## config.mk

```make
export PLATFORM = sky130hd
export DESIGN_NAME = cache_scrubber
export DESIGN_NICKNAME = d
export VERILOG_FILES = /design/src/rtl/scrub_pkg.sv /design/src/rtl/scrub_period.sv /design/src/rtl/scrub_walker.sv /design/src/rtl/scrub_counters.sv /design/src/rtl/cache_scrubber.sv
export SDC_FILE = /design/constraint.sdc
export NUM_CORES = 1
export LEC_CHECK = 0
export BUFFER_PORTS_ARGS = -buffer_cell sky130_fd_sc_hd__buf_2
export CAP_MARGIN = 10
export CORE_MARGIN = 3
export CORE_UTILIZATION = 25
export CTS_CLUSTER_DIAMETER = 60
export DETAILED_ROUTE_END_ITERATION = 7
export SLEW_MARGIN = 20
export SYNTH_ARGS = -nofsm -noshare
export SYNTH_HDL_FRONTEND = slang
export SYNTH_HIERARCHICAL = 1
export SYNTH_SLANG_ARGS = --single-unit
```

## constraint.sdc

```tcl
create_clock -name clk -period 8.2 [get_ports clk]
set_input_delay 0.41 -clock clk [delete_from_list [all_inputs] [get_ports clk]]
set_output_delay 0.41 -clock clk [all_outputs]
set_load 0.005 [all_outputs]
```

## src/rtl/scrub_pkg.sv

```systemverilog
package scrub_pkg;

  typedef enum logic [1:0] {
    ACT_NONE  = 2'd0,
    ACT_INV   = 2'd1,
    ACT_FLUSH = 2'd2,
    ACT_SKIP  = 2'd3
  } scrub_act_e;

  // Policy matrix: state of the line x processor activity.
  function automatic scrub_act_e scrub_decide(input logic valid, input logic dirty,
                                              input logic par_ok, input logic idle);
    scrub_act_e act;
    act = ACT_NONE;
    if (valid) begin
      if (dirty && !par_ok)   act = ACT_SKIP;   // never written back
      else if (idle)          act = dirty ? ACT_FLUSH : ACT_INV;
      else if (!dirty && !par_ok) act = ACT_INV;
    end
    return act;
  endfunction

endpackage

```

## src/rtl/scrub_period.sv

```systemverilog
module scrub_period #(
  parameter int unsigned PER_W      = 16,
  parameter int unsigned DEF_PERIOD = 10000
) (
  input  logic             clk,
  input  logic             rst_n,
  input  logic             cfg_wr,
  input  logic             cfg_en,
  input  logic [PER_W-1:0] cfg_period,
  input  logic             tick,
  input  logic             take,
  output logic             start_req
);

  logic             en_q, en_n;
  logic [PER_W-1:0] per_q, per_n;
  logic [PER_W-1:0] cnt_q, cnt_n;
  logic             pend_q, pend_n;
  logic [PER_W:0]   cnt_inc;

  assign cnt_inc = {1'b0, cnt_q} + 1'b1;

  always_comb begin
    en_n   = en_q;
    per_n  = per_q;
    cnt_n  = cnt_q;
    pend_n = pend_q & ~take;
    if (cfg_wr) begin
      en_n   = cfg_en;
      per_n  = cfg_period;
      cnt_n  = '0;
      pend_n = 1'b0;
    end else if (!en_q) begin
      cnt_n  = '0;
      pend_n = 1'b0;
    end else if (tick) begin
      if (cnt_inc >= {1'b0, per_q}) begin
        cnt_n  = '0;
        pend_n = 1'b1;
      end else begin
        cnt_n  = cnt_inc[PER_W-1:0];
      end
    end
  end

  always_ff @(posedge clk or negedge rst_n) begin
    if (!rst_n) begin
      en_q   <= 1'b1;
      per_q  <= PER_W'(DEF_PERIOD);
      cnt_q  <= '0;
      pend_q <= 1'b0;
    end else begin
      en_q   <= en_n;
      per_q  <= per_n;
      cnt_q  <= cnt_n;
      pend_q <= pend_n;
    end
  end

  assign start_req = pend_q;

endmodule

```

## src/rtl/scrub_walker.sv

```systemverilog
module scrub_walker
  import scrub_pkg::*;
#(
  parameter int unsigned IDX_W = 10
) (
  input  logic             clk,
  input  logic             rst_n,
  input  logic             start_req,
  input  logic             lk_valid,
  input  logic             lk_dirty,
  input  logic             lk_par_ok,
  input  logic             lk_idle,
  input  logic             cmd_ready,
  output logic             take,
  output logic [IDX_W-1:0] lk_idx,
  output logic             cmd_valid,
  output logic             cmd_flush,
  output logic [IDX_W-1:0] cmd_idx,
  output logic             busy,
  output logic             clr,
  output logic [2:0]       inc
);

  localparam logic [IDX_W-1:0] LAST_IDX = {IDX_W{1'b1}};

  typedef enum logic [1:0] {ST_WAIT, ST_LOOK, ST_CMD} walk_st_e;

  walk_st_e         st_q, st_n;
  logic [IDX_W-1:0] idx_q, idx_n;
  logic             fl_q, fl_n;
  scrub_act_e       act;

  always_comb begin
    st_n  = st_q;
    idx_n = idx_q;
    fl_n  = fl_q;
    take  = 1'b0;
    clr   = 1'b0;
    inc   = 3'b000;   // {skip, dirty, clean}
    act   = scrub_decide(lk_valid, lk_dirty, lk_par_ok, lk_idle);
    unique case (st_q)
      ST_WAIT: begin
        if (start_req) begin
          take  = 1'b1;
          clr   = 1'b1;
          idx_n = '0;
          st_n  = ST_LOOK;
        end
      end
      ST_LOOK: begin
        if (act == ACT_INV || act == ACT_FLUSH) begin
          fl_n = (act == ACT_FLUSH);
          st_n = ST_CMD;
        end else begin
          inc[2] = (act == ACT_SKIP);
          if (idx_q == LAST_IDX) st_n = ST_WAIT;
          else                   idx_n = idx_q + 1'b1;
        end
      end
      ST_CMD: begin
        if (cmd_ready) begin
          inc[0] = !fl_q;
          inc[1] = fl_q;
          if (idx_q == LAST_IDX) begin
            st_n = ST_WAIT;
          end else begin
            idx_n = idx_q + 1'b1;
            st_n  = ST_LOOK;
          end
        end
      end
      default: st_n = ST_WAIT;
    endcase
  end

  always_ff @(posedge clk or negedge rst_n) begin
    if (!rst_n) begin
      st_q  <= ST_WAIT;
      idx_q <= '0;
      fl_q  <= 1'b0;
    end else begin
      st_q  <= st_n;
      idx_q <= idx_n;
      fl_q  <= fl_n;
    end
  end

  assign lk_idx    = idx_q;
  assign cmd_idx   = idx_q;
  assign cmd_valid = (st_q == ST_CMD);
  assign cmd_flush = fl_q;
  assign busy      = (st_q != ST_WAIT);

endmodule

```

## src/rtl/scrub_counters.sv

```systemverilog
module scrub_counters #(
  parameter int unsigned NUM   = 3,
  parameter int unsigned CNT_W = 16
) (
  input  logic                      clk,
  input  logic                      rst_n,
  input  logic                      clr,
  input  logic [NUM-1:0]            inc,
  output logic [NUM-1:0][CNT_W-1:0] cnt
);

  localparam logic [CNT_W-1:0] CNT_MAX = {CNT_W{1'b1}};

  for (genvar g = 0; g < NUM; g++) begin : g_cnt
    logic [CNT_W-1:0] c_q, c_n;

    always_comb begin
      c_n = c_q;
      if (clr)                          c_n = '0;
      else if (inc[g] && c_q != CNT_MAX) c_n = c_q + 1'b1;
    end

    always_ff @(posedge clk or negedge rst_n) begin
      if (!rst_n) c_q <= '0;
      else        c_q <= c_n;
    end

    assign cnt[g] = c_q;
  end

endmodule

```

## src/rtl/cache_scrubber.sv

```systemverilog
module cache_scrubber #(
  parameter int unsigned IDX_W      = 10,
  parameter int unsigned CNT_W      = 16,
  parameter int unsigned PER_W      = 16,
  parameter int unsigned DEF_PERIOD = 10000
) (
  input  logic             clk,
  input  logic             rst_n,
  input  logic             cfg_wr,
  input  logic             cfg_en,
  input  logic [PER_W-1:0] cfg_period,
  input  logic             tick,
  input  logic             lk_idle,
  output logic [IDX_W-1:0] lk_idx,
  input  logic             lk_valid,
  input  logic             lk_dirty,
  input  logic             lk_par_ok,
  output logic             cmd_valid,
  input  logic             cmd_ready,
  output logic             cmd_flush,
  output logic [IDX_W-1:0] cmd_idx,
  output logic             sweep_busy,
  output logic [CNT_W-1:0] cnt_clean,
  output logic [CNT_W-1:0] cnt_dirty,
  output logic [CNT_W-1:0] cnt_skip
);

  localparam int unsigned NUM_CNT = 3;

  logic [1:0] rst_sync_q;
  logic       rst_int_n;

  always_ff @(posedge clk or negedge rst_n) begin
    if (!rst_n) rst_sync_q <= 2'b00;
    else        rst_sync_q <= {rst_sync_q[0], 1'b1};
  end
  assign rst_int_n = rst_sync_q[1];

  logic                          start_req, take, clr;
  logic [NUM_CNT-1:0]            inc;
  logic [NUM_CNT-1:0][CNT_W-1:0] cnt;

  scrub_period #(.PER_W(PER_W), .DEF_PERIOD(DEF_PERIOD)) u_period (
    .clk(clk), .rst_n(rst_int_n), .cfg_wr(cfg_wr), .cfg_en(cfg_en),
    .cfg_period(cfg_period), .tick(tick), .take(take), .start_req(start_req)
  );

  scrub_walker #(.IDX_W(IDX_W)) u_walker (
    .clk(clk), .rst_n(rst_int_n), .start_req(start_req),
    .lk_valid(lk_valid), .lk_dirty(lk_dirty), .lk_par_ok(lk_par_ok),
    .lk_idle(lk_idle), .cmd_ready(cmd_ready), .take(take), .lk_idx(lk_idx),
    .cmd_valid(cmd_valid), .cmd_flush(cmd_flush), .cmd_idx(cmd_idx),
    .busy(sweep_busy), .clr(clr), .inc(inc)
  );

  scrub_counters #(.NUM(NUM_CNT), .CNT_W(CNT_W)) u_counters (
    .clk(clk), .rst_n(rst_int_n), .clr(clr), .inc(inc), .cnt(cnt)
  );

  assign cnt_clean = cnt[0];
  assign cnt_dirty = cnt[1];
  assign cnt_skip  = cnt[2];

endmodule

```

==> flow_summary_export.csv, run 1 <==
group,metric,value,unit
status,outcome,"finished, final reports clean",
route,via_per_inst,4.89,
grt,grt_max_degree,49,
power,swShare,0.319,
clock_tree,htreeDepth,3,
die,die_height,160,um
route,drtPass1Iterations,4,
yosys,syn-mean-instance-area,9.07,um2
route,dr.first_iter.drc_count,374,
final_layout,final_common_cell,"buf_2",
yosys,synth_nets,707,
power,p_sw,0.431,mW
final_layout,multi_input_area,3120,um2
sta,relSlewSlack,0.301,
route,via_count,5098,
clock_tree,numCtsBuffers,9,
sta,final_hold_viol_count,0,
sta,fin_ws,4.73,ns
clock_tree,clkTransAtPathRegs,0.07,ns
power,p_int,0.921,mW
yosys,synth_cells,654,
placement,hpwl,10.8,mm
clock_tree,clk_latency,0.35,ns
flow_run,maxCapViolations,0,
placement,place_ws,4.74,ns
yosys,synth_top_cell_area_share,0.384,
sta,setup_violations,0,
route,finalWirelength,14.9,mm
setup_path,crit_fanout,15,
yosys,async_reset_ff_frac,1.00,
clock_tree,cts-root-buf,"clkbuf_16",
power,ir_worst_vdd,0.120,mV
yosys,synth.largest_area_cell,"dfrtp_1",
power,p_clk_frac,0.347,
final_layout,regArea,2440,um2
grt,antenna_found_initial,0,
placement,gp_congestion,0.843,
sta,whs,0.267,ns
yosys,ys_warn_count,6,
die,core,23000,um2
final_layout,final_cell_mix,"buf_2 (96), dfrtp_1 (90), nand2_1 (73), a21oi_1 (43)",
clock_tree,cts-resized-gates,0,
power,power_density,195,nW/um2
yosys,ys_ff_latch,97,
clock_tree,clockBufferDepth,2,
sta,fmax,288,MHz
final_layout,final_core_util,0.301,
grt,grt_pass1_wl,24.2,mm
yosys,synth-edff-count,0,
die,die_x,160,um
setup_path,critPathRequiredTime,8.48,ns
grt,grt_overflow,0,
die,start_util,0.258,
power,comb_power_share,0.217,
die,dieArea,25600,um2
setup_path,crit_type,"reg2reg",
clock_tree,cts_hold_buffers,1,
grt,grt_usage,0.114,
sta,tns,0,ns
die,io_pins,97,
sta,fin_crit_sh,0.423,
sta,rsz0062_at_grt,"no",
final_layout,syn2layout_area_growth,16.6,%
power,power_frac_seq,0.436,
die,std_cell_rows,55,
final_layout,fillers,2455,
final_layout,drive_gt1_frac,0.215,
setup_path,worst_setup_path_start_kind,"register",
hold_path,worstHoldPathType,"in2reg",
placement,io_buffers,96,
sta,fin_skew,0.00818,ns
clock_tree,tritoncts,"yes",
final_layout,n_antenna_cell,0,
setup_path,end_kind,"register",
grt,grt_pass1_vias,4576,
sta,period_minus_slack,3.47,ns
yosys,netlist_area,5930,um2
final_layout,nets,777,
power,leakage,3.11,nW
clock_tree,clkSinkCount,97,
route,post-route-drc-count,0,
route,final_antenna_net_count,0,
yosys,synth_cell_types,67,
yosys,synthTopCellsByArea,"dfrtp_1 (38%), ha_1 (5.7%), nand2_1 (4.6%)",
yosys,ys.flop_type,"dfrtp_1",
route,wl_per_cell,14.3,um
yosys,yosysSeqAreaShare,0.410,
sta,maxSlewViolCount,0,
sta,worst_slew_pin_slew,1.04,ns
clock_tree,cts_setup_buffers,0,
setup_path,crit_arrival,3.75,ns
-- cell families (layout without fill, tap and decap cells) --
logic type / after synthesis / after routing / share of synthesized area
AO/OA/AOI/OAI: 146 / 146 / 0.162
XOR/XNOR: 14 / 14 / 0.0207
adder cells (fa/ha/maj): 27 / 27 / 0.0569
buffers and inverters: 76 / 151 / 0.0660
flip-flops: 97 / 97 / 0.410
multiplexers: 15 / 15 / 0.0276
other: 1 / 1 / 0.000632
AND/OR/NAND/NOR: 278 / 278 / 0.256
-- final timing paths --
check                                                         end  depth (start not counted)                     startpoint  slack, ns
setup / recovery                   u_period/cnt_q[11]$_DFFE_PN0P_                         12  u_period/cnt_q[0]$_DFFE_PN0P_       4.73
max in group asynchronous  u_counters/g_cnt[2].c_q[9]$_DFFE_PN0P_                          1        rst_sync_q[1]$_DFF_PN0_       6.75
min in group asynchronous         u_walker/cmd_idx[0]$_DFFE_PN0P_                          0        rst_sync_q[1]$_DFF_PN0_       0.36
hold / removal                      u_period/per_q[7]$_DFFE_PN0P_                          3                  cfg_period[7]       0.27
hold reg to reg                           rst_sync_q[1]$_DFF_PN0_                          0        rst_sync_q[0]$_DFF_PN0_       0.35
setup reg to reg                   u_period/cnt_q[11]$_DFFE_PN0P_                         12  u_period/cnt_q[0]$_DFFE_PN0P_       4.73
-- flip-flops by register name, indices dropped and copies added (netlist names) --
name and flops:
u_period/start_req 1, u_counters/g_cnt.c_q 48, rst_sync_q 2, u_period/per_q 16, u_period/en_q 1, u_walker/cmd_idx 10, u_period/cnt_q 16, u_walker/cmd_flush 1
u_walker/st_q 2
-- metrics by stage --
| step | total power [mW] | area, um2 | std cells |
|---|---|---|---|
| after detailed placement | 0.893 | 6570 | 1025 |
| after CTS | 1.37 | 6910 | 1042 |
| after global placement | 0.887 | 6570 | 1025 |
| after floorplan | 0.791 | 5930 | 654 |
| final | 1.35 | 6920 | 1042 |
| after global routing | 1.44 | 6920 | 1042 |
-- power by group through the flow --
stage                     Combinational, mW  Clock [mW]  Sequential (mW)
final                                 0.293       0.469            0.590
after global placement                0.290           0            0.597
after CTS                             0.296       0.487            0.590
after floorplan                       0.203           0            0.588
after detailed placement              0.293           0            0.600
after global routing                  0.332       0.507            0.601
-- final cells by class --
type / count / area share
Sequential cell: 97 / 0.353
Inverter: 36 / 0.0195
Clock buffer: 10 / 0.0345
Clock inverter: 6 / 0.0130
Multi-Input combinational cell: 481 / 0.451
Timing Repair Buffer: 99 / 0.0731
Tap cell: 313 / 0.0566
-- metal layers --
| metal | GRT usage | routed length [um] | up-vias | part of all wire |
|---|---|---|---|---|
| li1 | - | - | 2533 | - |
| met1 | 0.161 | 7220 | 2411 | 0.49 |
| met2 | 0.175 | 6720 | 142 | 0.45 |
| met3 | 0.0280 | 779 | 12 | 0.052 |
| met4 | 0.0284 | 166 | 0 | 0.011 |
| met5 | 0 | 0 | - | 0 |
-- Yosys cell counts (all sizes together), types with 2 or more instances --
cell	count
mux2	11
a31oi	5
or2	3
dfstp	6
a221o	7
and2	7
clkbuf	17
ha	27
a21o	3
buf	23
a22o	8
xnor2	12
o21ai	40
a211oi	2
o211ai	3
nor3	15
nand2	74
nor4	18
and3	14
o31ai	11
nor2b	9
nor2	37
a21oi	45
mux2i	4
or4	14
inv	36
or3	12
o311ai	5
and4	5
o41ai	7
nand2b	7
a41oi	3
a221oi	2
xor2	2
nand3	36
nand4	25
dfrtp	91
-- critical path, cell delays in order, from the launching register on --
cell and delay, ns:
dfrtp_1 0.42, ha_1 0.24, and4_4 0.25, and2_4 0.16, nand4_1 0.16, xnor2_1 0.22
ha_1 0.27, nand2_1 0.13, o21ai_0 0.11, a221oi_1 0.37, nand2_2 0.23, nor3_4 0.57
a221o_1 0.27
No activity file was read; power rests on OpenSTA's default activity.
==> inputs of run 2 (changes only) <==
==> constraint.sdc (replaced) <==
create_clock -name clk -period 3.3 [get_ports clk]
set_input_delay 0.165 -clock clk [delete_from_list [all_inputs] [get_ports clk]]
set_output_delay 0.165 -clock clk [all_outputs]
set_load 0.005 [all_outputs]
==> run 2 against run 1 <==
Compared with the run above: clock skew increased by 0.0020 ns; fmax grew 11%; global-route usage is 0.33 points higher; hold slack got worse by 0.24 ns; setup slack got worse by 4.5 ns; critical path type unchanged; highest routed layer unchanged.
==> flow_summary_export.csv, run 2 (synthesized netlist as in run 1, its figures left out) <==
group,metric,value,unit
clock_tree,clk_latency,0.35,ns
power,power_density,477,nW/um2
power,p_clk_frac,0.347,
final_layout,largest_reg_flops,48,
final_layout,regArea,2440,um2
route,final_antenna_net_count,0,
route,wl_per_cell,14.4,um
final_layout,fillers,2493,
grt,grt_usage,0.117,
grt,grt_pass1_wl,25.0,mm
power,ir_worst_vdd,0.276,mV
power,p_sw,1.07,mW
final_layout,nets,793,
route,via_count,5234,
sta,tns,0,ns
sta,fmax,320,MHz
setup_path,crit_type,"reg2reg",
die,core,23000,um2
clock_tree,numCtsBuffers,9,
sta,setup_violations,0,
clock_tree,clkTransAtPathRegs,0.07,ns
grt,antenna_found_initial,0,
power,power_frac_seq,0.433,
final_layout,drive_gt1_frac,0.236,
route,drtPass1Iterations,4,
setup_path,critPathRequiredTime,3.59,ns
placement,gp_congestion,0.862,
clock_tree,htreeDepth,3,
final_layout,multi_input_area,3120,um2
final_layout,regMostFlops,"u_counters/g_cnt.c_q",
setup_path,end_kind,"register",
clock_tree,clkSinkCount,97,
grt,grt_max_degree,78,
route,dr.first_iter.drc_count,398,
die,io_pins,97,
placement,place_ws,0.104,ns
clock_tree,tritoncts,"yes",
flow_run,maxCapViolations,0,
sta,fin_ws,0.180,ns
clock_tree,clockBufferDepth,2,
sta,rsz0062_at_grt,"no",
final_layout,final_common_cell,"buf_2",
sta,fin_crit_sh,0.946,
die,die_height,160,um
final_layout,n_antenna_cell,0,
die,start_util,0.258,
power,comb_power_share,0.219,
final_layout,reg.largest.list,"u_counters/g_cnt.c_q: 48 flops, u_period/cnt_q: 16 flops, u_period/per_q: 16 flops",
sta,final_hold_viol_count,0,
route,finalWirelength,15.2,mm
status,outcome,"finished, final reports clean",
sta,maxSlewViolCount,0,
placement,io_buffers,96,
setup_path,ff2ff_setup_slack,0.18,ns
grt,grt_pass1_vias,4733,
die,die_x,160,um
route,via_per_inst,4.95,
setup_path,worst_setup_path_start_kind,"register",
grt,grt_overflow,0,
die,std_cell_rows,55,
setup_path,crit_fanout,8,
sta,period_minus_slack,3.12,ns
sta,worst_slew_pin_slew,0.689,ns
sta,fin_skew,0.0102,ns
clock_tree,cts-root-buf,"clkbuf_16",
setup_path,crit_arrival,3.41,ns
power,p_int,2.30,mW
hold_path,worstHoldPathType,"in2reg",
final_layout,syn2layout_area_growth,19.0,%
sta,relSlewSlack,0.537,
route,post-route-drc-count,0,
placement,hpwl,11.0,mm
power,swShare,0.318,
die,dieArea,25600,um2
final_layout,final_cell_mix,"buf_2 (96), dfrtp_1 (89), nand2_1 (73), a21oi_1 (43)",
power,leakage,3.20,nW
run 2: worst max-delay path: stages, from the launching register on:
cell	delay, ns
dfrtp_1	0.40
ha_2	0.23
and4_4	0.23
and2_4	0.16
nand4_1	0.15
xnor2_1	0.22
ha_1	0.26
a21oi_1	0.14
o21ai_0	0.13
a221oi_2	0.31
nand2_2	0.19
buf_4	0.19
nor4_1	0.27
a221o_1	0.16
run 2: cell type report:
class                           instances  share of cell area
Clock buffer                           10              0.0338
Clock inverter                          6              0.0128
Inverter                               36              0.0191
Multi-Input combinational cell        481               0.441
Sequential cell                        97               0.346
Tap cell                              313              0.0555
Timing Repair Buffer                  115              0.0920
run 2: repair_timing:
item	in CTS	in global routing
resized for setup	0	4
hold endpoints to repair	2	0
endpoints found under the setup margin	0	17
hold buffers	1	0
buffers inserted	0	6
run 2: layer usage:
metal,part of all wire,up-vias,GRT usage,wire [um]
li1,-,2576,-,-
met1,0.49,2505,0.167,7480
met2,0.46,145,0.183,6940
met3,0.046,8,0.0249,697
met4,0.0072,0,0.0268,110
met5,0,-,0,0
run 2: power groups by stage:
stage / clock [mW] / sequential (mW) / combinational, mW
finish: 1.17 / 1.46 / 0.739
floorplan: 0 / 1.46 / 0.504
global route: 1.25 / 1.49 / 0.845
CTS: 1.21 / 1.47 / 0.729
detailed placement: 0 / 1.50 / 0.725
global placement: 0 / 1.49 / 0.718
run 2: path summary, 6_finish.rpt:
| kind | from | cells past startpoint | to |
|---|---|---|---|
| setup / recovery | u_period/cnt_q[0]$_DFFE_PN0P_ | 13 | u_period/cnt_q[15]$_DFFE_PN0P_ |
| max in group asynchronous | rst_sync_q[1]$_DFF_PN0_ | 1 | u_counters/g_cnt[2].c_q[4]$_DFFE_PN0P_ |
| setup reg to reg | u_period/cnt_q[0]$_DFFE_PN0P_ | 13 | u_period/cnt_q[15]$_DFFE_PN0P_ |
| hold / removal | cfg_period[1] | 3 | u_period/per_q[1]$_DFFE_PN0P_ |
| min in group asynchronous | rst_n | 2 | rst_sync_q[0]$_DFF_PN0_ |
| hold reg to reg | rst_sync_q[1]$_DFF_PN0_ | 0 | u_counters/g_cnt[0].c_q[13]$_DFFE_PN0P_ |
run 2: through the flow:
stage | std cells | hold slack [ns] | utilization | instance area [um2] | power [mW]
after global routing | 1058 | 0.0275 | 0.307 | 7060 | 3.59
after floorplan | 654 | -0.131 | - | 5930 | 1.96
after global placement | 1034 | -0.0499 | 0.289 | 6640 | 2.21
after CTS | 1051 | 0.0110 | 0.303 | 6970 | 3.41
after detailed placement | 1034 | -0.0472 | 0.289 | 6640 | 2.22
final | 1058 | 0.0230 | 0.307 | 7060 | 3.37
